**src/rtl/lqv_violator.sv**
```systemverilog
module lqv_violator #(
  parameter int SEQ_W = 16,
  parameter int CNT_W = 16
) (
  input  logic             clk_i,
  input  logic             rst_ni,
  input  logic             rec_i,
  input  logic [SEQ_W-1:0] rec_seq_i,
  input  logic             clr_i,
  output logic             valid_o,
  output logic [SEQ_W-1:0] seq_o,
  output logic [CNT_W-1:0] cnt_o
);
  always_ff @(posedge clk_i or negedge rst_ni) begin
    if (!rst_ni) begin
      valid_o <= 1'b0;
      seq_o   <= '0;
      cnt_o   <= '0;
    end else if (rec_i) begin
      valid_o <= 1'b1;
      seq_o   <= rec_seq_i;
      cnt_o   <= cnt_o + CNT_W'(1);
    end else if (clr_i) begin
      valid_o <= 1'b0;
    end
  end

  p_clr_drops_r8: assert property (@(posedge clk_i) disable iff (!rst_ni)
    (clr_i && !rec_i) |=> !valid_o);
  p_rec_wins_r8: assert property (@(posedge clk_i) disable iff (!rst_ni)
    rec_i |=> (valid_o && seq_o == $past(rec_seq_i)));
  p_cnt_step_r6: assert property (@(posedge clk_i) disable iff (!rst_ni)
    rec_i |=> cnt_o == $past(cnt_o) + CNT_W'(1));
  p_cnt_hold_r5: assert property (@(posedge clk_i) disable iff (!rst_ni)
    !rec_i |=> $stable(cnt_o));
endmodule

```
**config.mk**
```make
export PLATFORM = sky130hd
export DESIGN_NAME = lqv_violator
export DESIGN_NICKNAME = d
export VERILOG_FILES = /design/src/rtl/lqv_violator.sv
export SDC_FILE = /design/constraint.sdc
export NUM_CORES = 1
export LEC_CHECK = 0
export CAP_MARGIN = 25
export CORE_AREA = 2 2 65 67
export CTS_CLUSTER_SIZE = 16
export DETAILED_ROUTE_END_ITERATION = 16
export DIE_AREA = 0 0 67 69
export PLACE_DENSITY = 0.71
export SETUP_SLACK_MARGIN = 0.1
export SLEW_MARGIN = 10
export SYNTH_ARGS = -nofsm -noshare
export SYNTH_HDL_FRONTEND = slang
export SYNTH_SLANG_ARGS = --single-unit
```
**constraint.sdc**
```tcl
create_clock -name clk_i -period 1.9 [get_ports clk_i]
set_clock_uncertainty 0.15 [all_clocks]
set_input_delay 0.475 -clock clk_i [delete_from_list [all_inputs] [get_ports clk_i]]
set_output_delay 0.475 -clock clk_i [all_outputs]
set_load 0.05 [all_outputs]
```
==> metrics.md, run 1 <==
| Metric | Value |
|---|---|
| Pin count of the biggest net entering global routing | `19` |
| Initial antenna violation count | `0` |
| Vias per cell | `about 4.7` |
| Rows | `23` |
| Reg2Reg Depth | `5` |
| Post-route total power | `around 2.7 mW` |
| Finish-stage setup viols | `0` |
| Peak Freq | `~600 MHz` |
| Grt total ovfl | `0` |
| Setup crit end | `cnt_o[13]` |
| Via count | `just under 1000` |
| Yosys Warn Count | `0` |
| Reg-to-reg startpoint | `cnt_o[0]` |
| RSZ-0062 raised after global routing | `yes` |
| Fin. max-slew vios | `0` |
| Avg WL per Cell | `approximately 13 um` |
| Syn Area/Cell | `14.23 sq um` |
| Yosys cell types | `16` |
| Gr usage total | `13.18%` |
| CTS Root Cell | `clkbuf_8` |
| Nets | `between 150 and 200` |
| Kind of end point of the critical path | `flop` |
| CTS Buffer Depth | `2` |
| # IOs | `53` |
| Critical R2R Capture | `cnt_o[12]` |
| Layout cells sized above 1 | `around 44%` |
| WL final | `2.768 mm` |
| Port Buf Inserts | `52` |
| Worst vdd ir | `slightly below 600 uV` |
| Critical Path Start | `rec_i` |
| Detailed Place HPWL | `approximately 2.2 mm` |
| Seq/Total Area, Yosys | `between 60% and 70%` |
| Setup Crit Path Kind | `primary input to flop` |
| Die width | `~67 um` |
| CTS Sinks | `33` |
| Clock-pin slew on the worst setup and hold paths | `60 ps` |
| Syn Std Cell Area | `0.001309 sq mm` |
| Tcrit/Tclk final | `~90%` |
| Placed Cells incl. Taps | `around 200` |
| Routed Antenna Nets | `0` |
| H-tree depth | `2` |
| Setup TNS | `0 ps` |
| Iteration-0 DRC Markers | `19` |
| Hold buffers post-CTS | `0` |
| Fillcell total | `345` |
| Skew-Pair Late Insertion Delay | `280 ps` |
| Reg2reg setup slack | `330 ps` |
| CTS tree | `done` |
| Clock power share | `~25%` |
| CP Data Required Time | `between 1500 and 2000 ps` |
| Worst Path Arrival | `between 1500 and 2000 ps` |
| Max-cap violations | `0` |
| Diodes inserted | `0` |
| Postcts setup bufs | `0` |
| DRC Markers | `0` |
| Final min period | `1708 ps` |
| First-pass GRT wire length | `4.650 mm` |
| Final Util | `55.59%` |
| Max FO, Critical Path | `4` |
| Die Area | `0.004623 sq mm` |
| Register share of total power | `a little under two fifths` |
| Multi-input gate area | `~480 sq um` |
| Final Hold Viols | `0` |
| Number of global-route vias before repair | `between 1000 and 1500` |
| Total core area | `between 0.003 and 0.004 sq mm` |
| HP Class | `flop to flop` |
| P_int | `about 1.7 mW` |
| Switching power | `0.9489 mW` |
| Startpoint Class | `primary input` |
| Status | `finished, final reports clean` |
| Synth Register Bits | `33` |
| Leak Pwr | `0.9952 nW` |
| Net Sw Frac | `between 30% and 40%` |
| PD cells | `approximately 1200 mW/mm^2` |
| Hold Slack | `between 300 and 400 ps` |
| First-pass DRT Iterations | `4` |
| Final Wtd Congestion | `0.6615` |
| Slew at the pin closest to its max-slew limit | `around 250 ps` |
| Mapped Cells | `around 90` |
| Number of CTS-inserted buffers | `5` |
| Final Instance Count excl. Fillers | `206` |
| Die H | `between 60 and 70 um` |
| Mapped Nets | `approximately 110` |
| Area growth syn-to-layout | `66.25%` |
| Combinational power share | `~38%` |
| Flip-flop and latch area | `slightly above 800 sq um` |
| Slew Limit Headroom | `83.03%` |
| Starting Density | `33.44%` |
==> layout by cell type (no fill, tap or decap), types with 3 or more instances in the layout <==
cell              n
buf_12           16
buf_4            23
clkbuf_8          6
clkdlybuf4s50_1  19
dfrtp_1          31
mux2_2           17
nand2_1           6
nand3_1           4
nand4_1           3
xnor2_1          10
xor2_1            5
==> kinds of logic after synthesis <==
| kind of cell | synth area share, % |
|---|---|
| DFF | 63.10 |
| AOI/OAI and AO/OA | 0.5738 |
| xor gates and xnor gates | 10.04 |
| adders and majority gates | 0.9559 |
| muxes | 14.63 |
| buffers and inverters | 1.339 |
| and+or+nand+nor | 9.369 |
==> cells in the mapped netlist <==
| cell | count | share of area (%) |
|---|---|---|
| a21o_1 | 1 | 0.57 |
| and3_1 | 2 | 0.96 |
| and4_1 | 1 | 0.67 |
| buf_2 | 2 | 0.76 |
| dfrtp_1 | 33 | 63 |
| ha_1 | 1 | 0.96 |
| inv_1 | 2 | 0.57 |
| mux2_2 | 17 | 15 |
| nand2_1 | 6 | 1.7 |
| nand3_1 | 4 | 1.5 |
| nand4_1 | 3 | 1.4 |
| nand4_2 | 1 | 0.96 |
| nor2_1 | 2 | 0.57 |
| nor3_2 | 2 | 1.5 |
| xnor2_1 | 10 | 6.7 |
| xor2_1 | 5 | 3.3 |
==> final cells by class <==
cell class,instances,area share [%]
tap,50,2.875
clock inverter,1,1.380
timing repair buffer,58,31.40
clock buffer,7,3.968
sequential,33,38.07
inverter,2,0.3450
multi-input combinational,55,21.97
==> timing repair <==
item	CTS	global route
endpoints found under the setup margin	0	5
gates resized for setup	0	2
hold endpoints to repair	0	0
==> layer usage <==
metal	global-route usage, %	vias up	routed length, um
li1	-	443	-
met3	5.710	3	221
met5	0	-	0
met2	21.67	40	1499
met4	4.082	0	27
met1	15.23	476	1019
==> worst min path at each step <==
stage	from	end	slack, ps	cells past startpoint
4_1_cts	valid_o	valid_o	340	1
6_report	valid_o	valid_o	340	1
3_5_place_dp	valid_o	valid_o	320	1
5_1_grt	valid_o	valid_o	360	1
2_1_floorplan	rst_ni	cnt_o[0]	30	0
3_3_place_gp	valid_o	valid_o	320	1
==> worst max-delay path, stage by stage <==
cell and delay, ps:
clkdlybuf4s50_1 540, nand4_1 190, nor3_4 210, nand4_1 140, xnor2_1 160
==> sequential cells by signal, indices dropped and copies added, names as in the netlist <==
name and cells:
seq_o 16, valid_o 1, cnt_o 16
==> per-stage QoR <==
step / cell area, sq um / worst slack, ps
5_1_grt: 2176 / 72.69
3_5_place_dp: 2047 / -158.4
6_report: 2176 / 192.1
2_1_floorplan: 1311 / 144.6
4_1_cts: 2163 / 136.1
3_3_place_gp: 2047 / -114.3
==> power by group through the flow <==
stage / logic [mW] / clock network, mW / registers, mW
finish: 0.999 / 0.672 / 0.979
global route: 1.05 / 0.720 / 1.00
CTS: 1.00 / 0.693 / 0.982
detailed placement: 0.997 / 0 / 0.992
global placement: 0.980 / 0 / 0.984
floorplan: 0.158 / 0 / 1.31
Power figures use the tool's default switching activity.
==> run 2: changes to the inputs <==
--- a/config.mk
+++ b/config.mk
@@ -6,12 +6,13 @@
 export NUM_CORES = 1
 export LEC_CHECK = 0
 export CAP_MARGIN = 25
-export CORE_AREA = 2 2 65 67
+export CORE_AREA = 2 2 59 61
 export CTS_CLUSTER_SIZE = 16
 export DETAILED_ROUTE_END_ITERATION = 16
-export DIE_AREA = 0 0 67 69
-export PLACE_DENSITY = 0.71
+export DIE_AREA = 0 0 61 63
+export PLACE_DENSITY = 0.83
 export SETUP_SLACK_MARGIN = 0.1
+export SKIP_LAST_GASP = 1
 export SLEW_MARGIN = 10
 export SYNTH_ARGS = -nofsm -noshare
 export SYNTH_HDL_FRONTEND = slang
==> run 2 against run 1 <==
Net effect: total power shrank 11%; utilization grew 8.8 points; clock-buffer cell count grew 1; design area shrank 4.4%; global-route usage grew 4.3 points; sequential share of layout area grew 1.7 points; largest power group unchanged; setup slack lost 6.1 ps; critical path type unchanged; register-to-register slack lost 40 ps; combinational power shrank 2%; die area shrank 17%; first-iteration DRC count shrank 32%; sequential power is essentially flat.
==> metrics.md, run 2 (synthesis results as in run 1) <==
| Metric | Value |
|---|---|
| Worst slack, placed | `-167.8 ps (-9.448 ps)` |
| CP Data Required Time | `1970 ps (+60 ps)` |
| Setup TNS | `0 ps (unchanged)` |
| Critical Path Start | `rec_i` |
| Fin. max-slew vios | `0 (unchanged)` |
| Routed Antenna Nets | `0 (unchanged)` |
| Total core area | `0.003232 sq mm (-17%)` |
| Nets | `175 (-0.57%)` |
| Finish-stage setup viols | `0 (unchanged)` |
| Initial antenna violation count | `0 (unchanged)` |
| Clock-pin slew on the worst setup and hold paths | `100 ps (+40 ps)` |
| Die width | `61 um (-9.0%)` |
| CTS Buffer Depth | `2 (unchanged)` |
| PD cells | `1140 mW/mm^2 (-6.5%)` |
| # IOs | `53 (unchanged)` |
| Tcrit/Tclk final | `90.21% (+0.32 points)` |
| Fillcell total | `258 (-25%)` |
| Slew at the pin closest to its max-slew limit | `398.8 ps (+144.3 ps)` |
| Final Util | `64.38% (+8.8 points)` |
| Final Instance Count excl. Fillers | `201 (-2.4%)` |
| Most frequent cells in the layout | `dfrtp_1, buf_4, clkdlybuf4s50_1, mux2_2, buf_12` |
| Number of CTS-inserted buffers | `5 (unchanged)` |
| Die H | `63 um (-8.7%)` |
| Worst vdd ir | `697.8 uV (+17%)` |
| CTS tree | `done` |
| Postcts setup bufs | `0 (unchanged)` |
| Flip-flop and latch area | `828.3 sq um (unchanged)` |
| CTS Root Cell | `clkbuf_4` |
| Skew-Pair Late Insertion Delay | `330 ps (+50 ps)` |
| Hold buffers post-CTS | `0 (unchanged)` |
| Iteration-0 DRC Markers | `13 (-6)` |
| Starting Density | `40.50% (+7.1 points)` |
| Max FO, Critical Path | `4 (unchanged)` |
| Detailed Place HPWL | `2.231 mm (+3.7%)` |
| Area growth syn-to-layout | `58.99%` |
| Vias per cell | `4.711 (+0.89%)` |
| Gr usage total | `17.51% (+4.3 points)` |
| Rows | `21 (-8.7%)` |
| Worst Path Arrival | `1790 ps (+70 ps)` |
| Hold Slack | `275.4 ps (-60.86 ps)` |
| Largest regs | `cnt_o (16), seq_o (16), valid_o (1)` |
| Placed Cells incl. Taps | `193 (-2.5%)` |
| Number of global-route vias before repair | `1023 (+0.39%)` |
| Via count | `947 (-1.6%)` |
| Grt total ovfl | `0 (unchanged)` |
| Layout cells sized above 1 | `42.58% (-1.0 points)` |
| Setup Crit Path Kind | `primary input to flop` |
| Kind of end point of the critical path | `flop` |
| Leak Pwr | `0.9398 nW (-5.6%)` |
| Die Area | `0.003843 sq mm (-17%)` |
| WL final | `2.830 mm (+2.2%)` |
| Final min period | `1714 ps (+6.070 ps)` |
| First-pass GRT wire length | `4.836 mm (+4.0%)` |
| Avg WL per Cell | `14.08 um (+4.8%)` |
| Max-cap violations | `0 (unchanged)` |
| Reg-to-reg startpoint | `cnt_o[0]` |
| Slew Limit Headroom | `73.33% (-9.7 points)` |
| Status | `finished, final reports clean` |
| Pin count of the biggest net entering global routing | `22 (+3)` |
| Commonest non-fill, non-tap cell in the layout | `dfrtp_1` |
| Diodes inserted | `0 (unchanged)` |
| H-tree depth | `2 (unchanged)` |
| Multi-input gate area | `465.4 sq um (-2.6%)` |
| RSZ-0062 raised after global routing | `no` |
| DRC Markers | `0 (unchanged)` |
| Final Hold Viols | `0 (unchanged)` |
| Peak Freq | `583.5 MHz (-0.35%)` |
| Startpoint Class | `primary input` |
| Min setup slack post-route | `186.1 ps (-6.070 ps)` |
| First-pass DRT Iterations | `4 (unchanged)` |
| HP Class | `primary input to async pin` |
| Final Wtd Congestion | `0.6802 (+2.8%)` |
| Port Buf Inserts | `52 (unchanged)` |
| # resized after CTS | `0 (unchanged)` |
| CTS Sinks | `33 (unchanged)` |
[run 2: stage by stage]
step	total power, mW	area (sq um)
detailed placement	1.990	2022
global route	2.491	2081
finish	2.371	2081
CTS	2.403	2081
floorplan	1.469	1311
global placement	1.954	2022
[run 2: layer usage]
layer  wire, um  share of wire (%)  global-route usage, %
met1       1094                 39                  19.71
met2       1551                 55                  29.57
met3        146                5.2                  6.418
met4         38                1.3                  6.250
met5          0                  0                      0
[run 2: path summary, 6_finish.rpt]
| kind | to | cells after the start | slack (ps) |
|---|---|---|---|
| max reg2reg | cnt_o[12] | 5 | 290 |
| min in group clk_i | cnt_o[15] | 1 | 330 |
| min | cnt_o[2] | 1 | 280 |
| max | cnt_o[13] | 5 | 190 |
| min reg2reg | cnt_o[15] | 1 | 330 |
| max in group asynchronous | seq_o[8] | 2 | 800 |
[run 2: cell type report]
cell class                      instances  area share, %
Sequential cell                        33          39.81
Timing Repair Buffer                   57          31.87
Multi-Input combinational cell         55          22.37
Clock buffer                            8          2.826
Tap cell                               46          2.766
Inverter                                2         0.3608
[run 2: power breakdown]
part / switching (mW) / total [mW] / internal (mW)
logic: 0.529 / 0.984 / 0.455
registers: 0.168 / 0.982 / 0.814
clock network: 0.223 / 0.405 / 0.182
total: 0.920 / 2.37 / 1.45
[run 2: worst max-delay path, stage by stage]
cell	delay, ps
clkdlybuf4s50_1	530
nand4_1	160
nor3_2	290
nand4_1	170
xnor2_1	160
==> run 3: changes to the inputs <==
--- a/config.mk
+++ b/config.mk
@@ -6,11 +6,12 @@
 export NUM_CORES = 1
 export LEC_CHECK = 0
 export CAP_MARGIN = 25
-export CORE_AREA = 2 2 59 61
+export CORE_AREA = 2 2 50 52
 export CTS_CLUSTER_SIZE = 16
 export DETAILED_ROUTE_END_ITERATION = 16
-export DIE_AREA = 0 0 61 63
-export PLACE_DENSITY = 0.83
+export DIE_AREA = 0 0 52 54
+export DONT_BUFFER_PORTS = 1
+export PLACE_DENSITY = 0.8
 export SETUP_SLACK_MARGIN = 0.1
 export SKIP_LAST_GASP = 1
 export SLEW_MARGIN = 10
==> run 3 against run 2 <==
Net effect: register-to-register slack improved by 60 ps; hold slack got worse by 200 ps; combinational power decreased by 39%; critical path type is now flop to output pin; total power decreased by 15%; via count decreased by 19%; sequential cell count unchanged; wire length decreased by 22%; largest power group is now registers; cell count decreased by 28%.
==> metrics.md, run 3 (synthesis results as in run 1) <==
| Metric | Value |
|---|---|
| PD cells | `1322 mW/mm^2 (+16%)` |
| Port Buf Inserts | `0 (-100%)` |
| Final Wtd Congestion | `0.7464 (+9.7%)` |
| CTS tree | `done` |
| WL final | `2.194 mm (-22%)` |
| Number of global-route vias before repair | `752 (-26%)` |
| Placed Area | `0.001444 sq mm (-29%)` |
| Commonest non-fill, non-tap cell in the layout | `dfrtp_1` |
| Placed Cells incl. Taps | `134 (-31%)` |
| CTS Sinks | `33 (unchanged)` |
| Hold buffers post-CTS | `2 (+2)` |
| Die width | `52 um (-15%)` |
| Final min period | `1635 ps (-78.61 ps)` |
| # resized after CTS | `0 (unchanged)` |
| Tcrit/Tclk final | `86.07% (-4.1 points)` |
| Peak Freq | `611.5 MHz (+4.8%)` |
| Slew at the pin closest to its max-slew limit | `528.0 ps (+129.3 ps)` |
| Pin count of the biggest net entering global routing | `34 (+55%)` |
| Via count | `767 (-19%)` |
| Die Area | `0.002808 sq mm (-27%)` |
| Startpoint Class | `flop` |
| Worst Path Arrival | `1010 ps (-780 ps)` |
| HP Class | `primary input to flop` |
| Layout cells sized above 1 | `37.72% (-4.9 points)` |
| Diodes inserted | `0 (unchanged)` |
| Rows | `18 (-14%)` |
| # IOs | `53 (unchanged)` |
| Fin. max-slew vios | `0 (unchanged)` |
| Setup TNS | `0 ps (unchanged)` |
| CTS Root Cell | `clkbuf_4` |
| Most frequent cells in the layout | `dfrtp_1, mux2_2, buf_4, xnor2_1, nand2_1` |
| Die H | `54 um (-14%)` |
| RSZ-0062 raised after global routing | `no` |
| Gr usage total | `17.76% (+0.25 points)` |
| Hold Slack | `78.23 ps (-197.2 ps)` |
| Postcts setup bufs | `0 (unchanged)` |
| Max-cap violations | `0 (unchanged)` |
| Skew-Pair Late Insertion Delay | `320 ps (about the same)` |
| Avg WL per Cell | `15.24 um (+8.2%)` |
| Area growth syn-to-layout | `17.11%` |
| Worst vdd ir | `949.6 uV (+36%)` |
| Slowest Stage Delay on Critical Path | `450 ps (-80 ps)` |
| Iteration-0 DRC Markers | `2 (-11)` |
| CP Data Required Time | `1270 ps (-700 ps)` |
| CTS Buffer Depth | `2 (unchanged)` |
| DRC Markers | `0 (unchanged)` |
| Setup Crit Path Kind | `flop to output pin` |
| Crit path max-delay family | `flip-flops` |
| Min setup slack post-route | `264.7 ps (+78.61 ps)` |
| CP max stage cell | `dfrtp_1` |
| Slew Limit Headroom | `64.80% (-8.5 points)` |
| Initial antenna violation count | `0 (unchanged)` |
| Largest regs | `cnt_o (16), seq_o (16), valid_o (1)` |
| Fin area | `0.001533 sq mm (-26%)` |
| Worst slack, placed | `338.2 ps (+506.0 ps)` |
| Grt total ovfl | `0 (unchanged)` |
| Finish-stage setup viols | `0 (unchanged)` |
| Critical Path, Cell by Cell | `buf_4` |
| Routed Antenna Nets | `0 (unchanged)` |
| Crit path buf inv count | `1 (unchanged)` |
| Final Hold Viols | `0 (unchanged)` |
| Status | `finished, final reports clean` |
| Detailed Place HPWL | `1.627 mm (-27%)` |
| Starting Density | `56.42% (+16 points)` |
| Leak Pwr | `0.7124 nW (-24%)` |
| H-tree depth | `2 (unchanged)` |
| Final Util | `66.07% (+1.7 points)` |
| Post-route total power | `2.027 mW (-15%)` |
| Total core area | `0.002320 sq mm (-28%)` |
| Max FO, Critical Path | `5 (+1)` |
| Vias per cell | `5.326 (+13%)` |
| Kind of end point of the critical path | `output pin` |
| Final Instance Count excl. Fillers | `144 (-28%)` |
| Number of CTS-inserted buffers | `5 (unchanged)` |
| First-pass DRT Iterations | `3 (-1)` |
| Clock-pin slew on the worst setup and hold paths | `90 ps (about the same)` |
| Nets | `134 (-23%)` |
| First-pass GRT wire length | `3.374 mm (-30%)` |
## run 3: metal layers
metal | GRT usage (%) | wire length [um] | vias to the layer above
met3 | 11.11 | 245 | 6
met4 | 7.895 | 31 | 0
met1 | 17.80 | 842 | 366
met2 | 29.32 | 1074 | 38
met5 | 0 | 0 | -
li1 | - | - | 357
## run 3: worst paths after layout
check,start,endpoint,slack (ps),depth (start not counted)
min in group asynchronous,rst_ni,cnt_o[8],440,2
setup / recovery,cnt_o[2],cnt_o[2],260,1
max in group asynchronous,rst_ni,cnt_o[0],980,2
setup reg to reg,cnt_o[0],cnt_o[10],350,5
hold reg to reg,cnt_o[13],cnt_o[13],350,1
hold / removal,rec_i,cnt_o[0],80,1
## run 3: cell type report
type | count | area, sq um
Clock buffer | 8 | 58.81
Sequential cell | 33 | 828.3
Fill cell | 172 | 787.0
Multi-Input combinational cell | 55 | 465.4
Timing Repair Buffer | 16 | 135.1
Tap cell | 30 | 37.54
Inverter | 2 | 7.507
## run 3: where the power goes
part / leakage (nW) / internal [mW] / switching (mW) / total (mW)
Sequential: 0.408 / 0.812 / 0.223 / 1.04
Combinational: 0.272 / 0.200 / 0.400 / 0.600
Clock: 0.0326 / 0.182 / 0.209 / 0.391
Total: 0.712 / 1.19 / 0.832 / 2.03
